==> src/rtl/hw_mult.sv <==
module hw_mult #(
  parameter int W = 16
) (
  input  logic            clk,
  input  logic            rst,
  input  logic            issue,
  input  logic [1:0]      mode,
  input  logic            hi_a,
  input  logic            hi_b,
  input  logic [2*W-1:0]  src_a,
  input  logic [2*W-1:0]  src_b,
  output logic [2*W-1:0]  prod,
  output logic            valid,
  output logic            sat
);
  localparam int SW = 2 * W;
  localparam logic [1:0] M_SS = 2'b00, M_SU = 2'b01, M_UU = 2'b10, M_FR = 2'b11;
  localparam logic [W:0] MOST_NEG = {2'b11, {(W-1){1'b0}}};

  logic [W-1:0] a_half, b_half;
  logic         a_sx, b_sx;

  assign a_half = hi_a ? src_a[SW-1:W] : src_a[W-1:0];
  assign b_half = hi_b ? src_b[SW-1:W] : src_b[W-1:0];
  assign a_sx   = (mode != M_UU);
  assign b_sx   = (mode == M_SS) || (mode == M_FR);

  logic signed [W:0] a1, b1;
  logic              frac1, v1;

  always_ff @(posedge clk) begin
    if (rst) v1 <= 1'b0;
    else     v1 <= issue;
    a1    <= {a_sx & a_half[W-1], a_half};
    b1    <= {b_sx & b_half[W-1], b_half};
    frac1 <= (mode == M_FR);
  end

  logic signed [SW-1:0] full;
  logic                 ovf;

  assign full = SW'(a1) * SW'(b1);
  assign ovf  = frac1 && (a1 == MOST_NEG) && (b1 == MOST_NEG);

  always_ff @(posedge clk) begin
    if (rst) begin
      valid <= 1'b0;
      sat   <= 1'b0;
    end else begin
      valid <= v1;
      sat   <= v1 & ovf;
    end
    if (ovf)        prod <= {1'b0, {(SW-1){1'b1}}};
    else if (frac1) prod <= {full[SW-2:0], 1'b0};
    else            prod <= full;
  end


  latency_chk: assert property (@(posedge clk) disable iff (rst)
    (!$past(rst) && !$past(rst, 2)) |-> (valid == $past(issue, 2)));


  frac_clamp_chk: assert property (@(posedge clk) disable iff (rst)
    (issue && mode == M_FR && a_half == {1'b1, {(W-1){1'b0}}} && b_half == {1'b1, {(W-1){1'b0}}})
    |-> ##2 (valid && sat && prod == {1'b0, {(SW-1){1'b1}}}));


  int_nosat_chk: assert property (@(posedge clk) disable iff (rst)
    (issue && mode != M_FR) |-> ##2 !sat);


  upper_unsigned_chk: assert property (@(posedge clk) disable iff (rst)
    (issue && mode == M_UU && hi_a && hi_b) |-> ##2
    (prod == {{W{1'b0}}, $past(src_a[SW-1:W], 2)} * {{W{1'b0}}, $past(src_b[SW-1:W], 2)}));
endmodule

==> config.mk <==
export PLATFORM = sky130hd
export DESIGN_NAME = hw_mult
export DESIGN_NICKNAME = d
export VERILOG_FILES = /design/src/rtl/hw_mult.sv
export SDC_FILE = /design/constraint.sdc
export NUM_CORES = 1
export LEC_CHECK = 0
export ABC_CLOCK_PERIOD_IN_PS = 9500
export CORE_MARGIN = 5
export CORE_UTILIZATION = 49
export DETAILED_ROUTE_END_ITERATION = 10
export DONT_BUFFER_PORTS = 1
export GPL_TIMING_DRIVEN = 0
export SYNTH_ARGS = -nofsm -noshare
export SYNTH_HDL_FRONTEND = slang
export SYNTH_SLANG_ARGS = --single-unit
==> constraint.sdc <==
create_clock -name clk -period 9.5 [get_ports clk]
set_input_delay 0.475 -clock clk [delete_from_list [all_inputs] [get_ports clk]]
set_output_delay 0.475 -clock clk [all_outputs]
set_load 0.005 [all_outputs]
# Word-level counts from Yosys, hierarchy flattened
# Index checks and enable logic that the tools add are counted.
[word_totals] input_bits=71 output_inout_bits=34 word_cells=22 reg_bits=70
[classes] reduce_logical=4 n_mux=3 multipliers=1 n_bitwise=3 n_eq_ne=4
[op_table] operator="17-bit == test, second input constant" count=2
[op_table] operator="17-bit by 17-bit multiplier with 32-bit output" count=1
[op_table] operator="16-bit 2-to-1 mux" count=2
[op_table] operator="32-bit 2-to-1 mux" count=1
[op_table] operator="1-bit AND" count=3
[op_table] operator="2-bit == test, second input constant" count=1
[op_table] operator="1-bit logical AND" count=2
[op_table] operator="2-bit zero test" count=1
[op_table] operator="2-bit != test, second input constant" count=1
[op_table] operator="1-bit logical OR" count=1

# Longest topological paths before layout
[logic_depth] ltp_word=4 depth_mapped=24 mapped_depth_nobuf=23

# Least setup slack after synthesis
# Ideal clock, no wire load.
[synth_timing] path_type="flip-flop to flip-flop" start="reg b1[8]" end="reg prod[29]" stages_incl_launch_ff=24 required_time_ns=9.380 slack_ns=3.500 setup_time_ns=0.120 arrival_time_ns=5.880 synth_period_minus_slack_ns=6.000 path_buffers=2 cell_sequence="dfxtp_1 -> clkbuf_1 -> clkbuf_1 -> nand2_1 -> fa_1 -> inv_1 -> fa_1 -> inv_1 -> fa_1 -> inv_1 -> fa_1 -> fa_1 -> inv_1 -> fa_1 -> inv_1 -> ha_1 -> and4_1 -> and3_1 -> a32oi_1 -> a41oi_2 -> a22oi_2 -> a21bo_1 -> a21oi_1 -> a211o_1"
[synth_via] elab_chain_len=2 elab_cells_between_ends=4 classes_between="1 x mul; 1 x eq/ne; 1 x mux; 1 x reduce/logical"
[synth_rtl] item="from (decl)" line="28" source="logic signed [W:0] a1, b1;"
[synth_rtl] item="from (signal assigned)" line="35" source="b1 <= {b_sx & b_half[W-1], b_half};"
[synth_rtl] item="17-bit by 17-bit multiplier with 32-bit output or 17-bit == test (tied branches)" line="42, 43"
[synth_rtl] item="32-bit 2-to-1 mux or 1-bit logical AND (tied branches)" line="54, 43"
[synth_rtl] item="to (signal assigned)" line="53" source="if (ovf) prod <= {1'b0, {(SW-1){1'b1}}};"
[synth_rtl] item="to (signal assigned)" line="54" source="else if (frac1) prod <= {full[SW-2:0], 1'b0};"
[synth_rtl] item="to (signal assigned)" line="55" source="else prod <= full;"
[synth_rtl] item="to (decl)" line="12" source="output logic [2*W-1:0] prod,"
# Several ways; a longest one is shown, not always the timed one.
# A chain may end at the register's enable or synchronous reset.

# Final worst setup path
[layout_timing] start="reg b1[8]" end="reg prod[30]"
# Same word-level chain as after synthesis.

==> flow_summary_export.csv <==
group,metric,value,unit
global_route,grt_pass1_vias,9956,
global_route,grt.total_usage,0.255,
yosys,async_flop_share,0,
cells_and_area,syn_to_final_growth,5.66,%
detailed_routing,wl_per_cell,20.7,um
timing,hold_violations,0,
timing,worst_pin_slew,1.26,ns
global_route,grt_first_pass_wirelength,56500,um
yosys,ys_seq_area_frac,0.109,
yosys,synth_cell_types,55,
clock_network,cts_tree,"built",
yosys,synth.top_cells.by_area,"fa_1, dfxtp_1, inv_1",
clock_network,postCtsSetupRepairBufs,0,
detailed_routing,drt-initial-drc-count,517,
global_route,met2_usage,0.420,
clock_network,numCtsBuffers,9,
timing,skew,0.0231,ns
clock_network,htreeDepth,3,
yosys,synth_cells,1365,
global_route,grt_max_degree,16,
critical_path,cp.arrival,7.38,ns
critical_path,startpoint,"b1[8]",
cells_and_area,layout-drive-gt1-share,0.0456,
job,max-cap-violations,0,
timing,rsz0062_at_grt,"false",
timing,fin_crit_sh,0.754,
timing,finalCriticalPeriod,7.17,ns
detailed_routing,drc,0,
clock_network,cts_sinks,70,
die,die_w,172,um
die,initial_core_util,0.496,
die,rows,59,
detailed_routing,vias,9198,
yosys,synth_top_area_share,0.438,
critical_path,path_class,"reg2reg",
clock_network,path_clk_slew,0.07,ns
critical_path,reg2regPathDepth,24,
detailed_routing,wl,35500,um
die,ioPinCount,105,
placement,dpl_worst_slack,2.43,ns
cells_and_area,multi_input_area,10200,um2
hold_path,min_path_cells,1,
critical_path,required,9.71,ns
timing,setup_ws,2.33,ns
placement,gp_congestion,0.933,
cells_and_area,register_area,1400,um2
global_route,antenna_found_initial,3,
yosys,ys_warn_count,0,
yosys,synth_edf_count,0,
die,design.die.area,29700,um2
placement,port_buffers,0,
cells_and_area,layout.nets,1813,
clock_network,cts_hold_buf,0,
yosys,synth.avg_cell_area,9.45,um2
timing,slew_headroom,0.157,
cells_and_area,diodes,0,
yosys,yosysTopAreaCell,"fa_1",
critical_path,start_kind,"flip-flop",
global_route,use_met1,0.344,
yosys,synth.most_common_cell,"inv_1",
timing,setup_violations,0,
detailed_routing,drtPass1Iterations,5,
clock_network,postCtsResizedCells,0,
detailed_routing,ant_nets,0,
die,coreArea,26000,um2
cells_and_area,fin_util,0.525,
timing,drv_slew,0,
global_route,grt_overflow,0,
clock_network,cts.root.buffer_cell,"clkbuf_16",
global_route,grt_util_met3,0.0482,
yosys,synth_area,12900,um2
die,die_h,172,um
yosys,synthTopCellsByCount,"inv_1, fa_1, nand2_1",
yosys,synth_fp_nets,1802,
cells_and_area,nFillCells,2456,
placement,hpwl,29600,um
detailed_routing,vias_per_cell,5.36,
critical_path,worstReg2RegStart,"b1[8]",
critical_path,crit_path_end_kind,"flip-flop",
clock_network,ctsLongestPathBuffers,2,
yosys,ys_seq_elements,70,
hold_path,holdCritStartpoint,"rst",
global_route,grt.busiest_layer,"met2",
critical_path,cp_max_fo,10,
hold_path,hp-class,"in2reg",
status,outcome,"complete, no violations",
clock_network,clk_latency,0.36,ns
yosys,yosys_most_used_dff,"dfxtp_1",
timing,final.setup.tns,0,ns
timing,fmax,0.140,GHz
cell type report:
class                   instances  share of cell area
plain buffers                  55              0.0157
clock buffers                   9              0.0165
clock inverters                 7             0.00633
inverters                     293              0.0807
multi-input cells             947               0.747
flip-flops and latches         70               0.103
well taps                     335              0.0308
flip-flops by register name (all words and copies together) (netlist names):
| signal | count |
|---|---|
| a1 | 17 |
| b1 | 17 |
| frac1 | 1 |
| prod | 32 |
| sat | 1 |
| v1 | 1 |
| valid | 1 |
path summary, 6_finish.rpt:
path	endpoint	slack, ns
hold / removal	v1	0.19
setup reg to reg	prod[30]	2.33
hold reg to reg	valid	0.47
setup / recovery	prod[30]	2.33
cells by family after synthesis:
logic type / count (synthesis) / share of synthesized area
multiplexers: 42 / 0.0357
flip-flops: 70 / 0.109
AO/OA/AOI/OAI: 107 / 0.0563
XOR/XNOR: 38 / 0.0258
AND/OR/NAND/NOR: 394 / 0.153
adder cells (fa/ha/maj): 366 / 0.519
buffers and inverters: 348 / 0.102
worst max-delay path, cell delays in order, from the launching register on:
cell and delay, ns:
dfxtp_1 0.32, clkbuf_1 0.55, clkbuf_1 0.51, nand2_1 0.16
fa_1 0.56, inv_1 0.05, fa_1 0.51, inv_1 0.06
fa_1 0.53, inv_1 0.05, fa_1 0.45, fa_1 0.49
inv_1 0.05, fa_1 0.54, inv_1 0.06, ha_1 0.36
and4_1 0.26, and3_1 0.20, o211ai_1 0.15, a41oi_2 0.36
a22oi_2 0.19, a311o_1 0.35, xnor2_1 0.13, nand2_1 0.08
o211ai_2 0.08
placed cells by master (no fill, tap or decap), drive strengths merged, types with 4 or more instances in the layout:
master,n
xor2,8
inv,298
clkbuf,58
nand3,4
and2,145
a21o,13
xnor2,30
o21a,5
o211ai,10
a211oi,6
a21oi,31
nand2,168
ha,84
mux2,32
nor2,34
dfxtp,70
nor3,5
mux2i,10
o21ai,23
nand2b,11
nor4,7
nor2b,6
fa,282
or3,4
buf,6
layer usage:
layer / up-vias / part of all wire
li1: 4114 / -
met1: 4670 / 0.41
met2: 336 / 0.48
met3: 76 / 0.072
met4: 2 / 0.038
met5: - / 0.00037
through the flow:
step / hold slack [ns] / area (um2) / std cells
floorplan: 0.439 / 12900 / 1365
global placement: 0.450 / 13300 / 1700
detailed placement: 0.452 / 13300 / 1700
CTS: 0.180 / 13600 / 1716
global route: 0.181 / 13600 / 1716
finish: 0.188 / 13600 / 1716
Power is left out: the tool's default activity adds up to more than one toggle a clock period on the data nets, which glitch-free logic cannot reach.
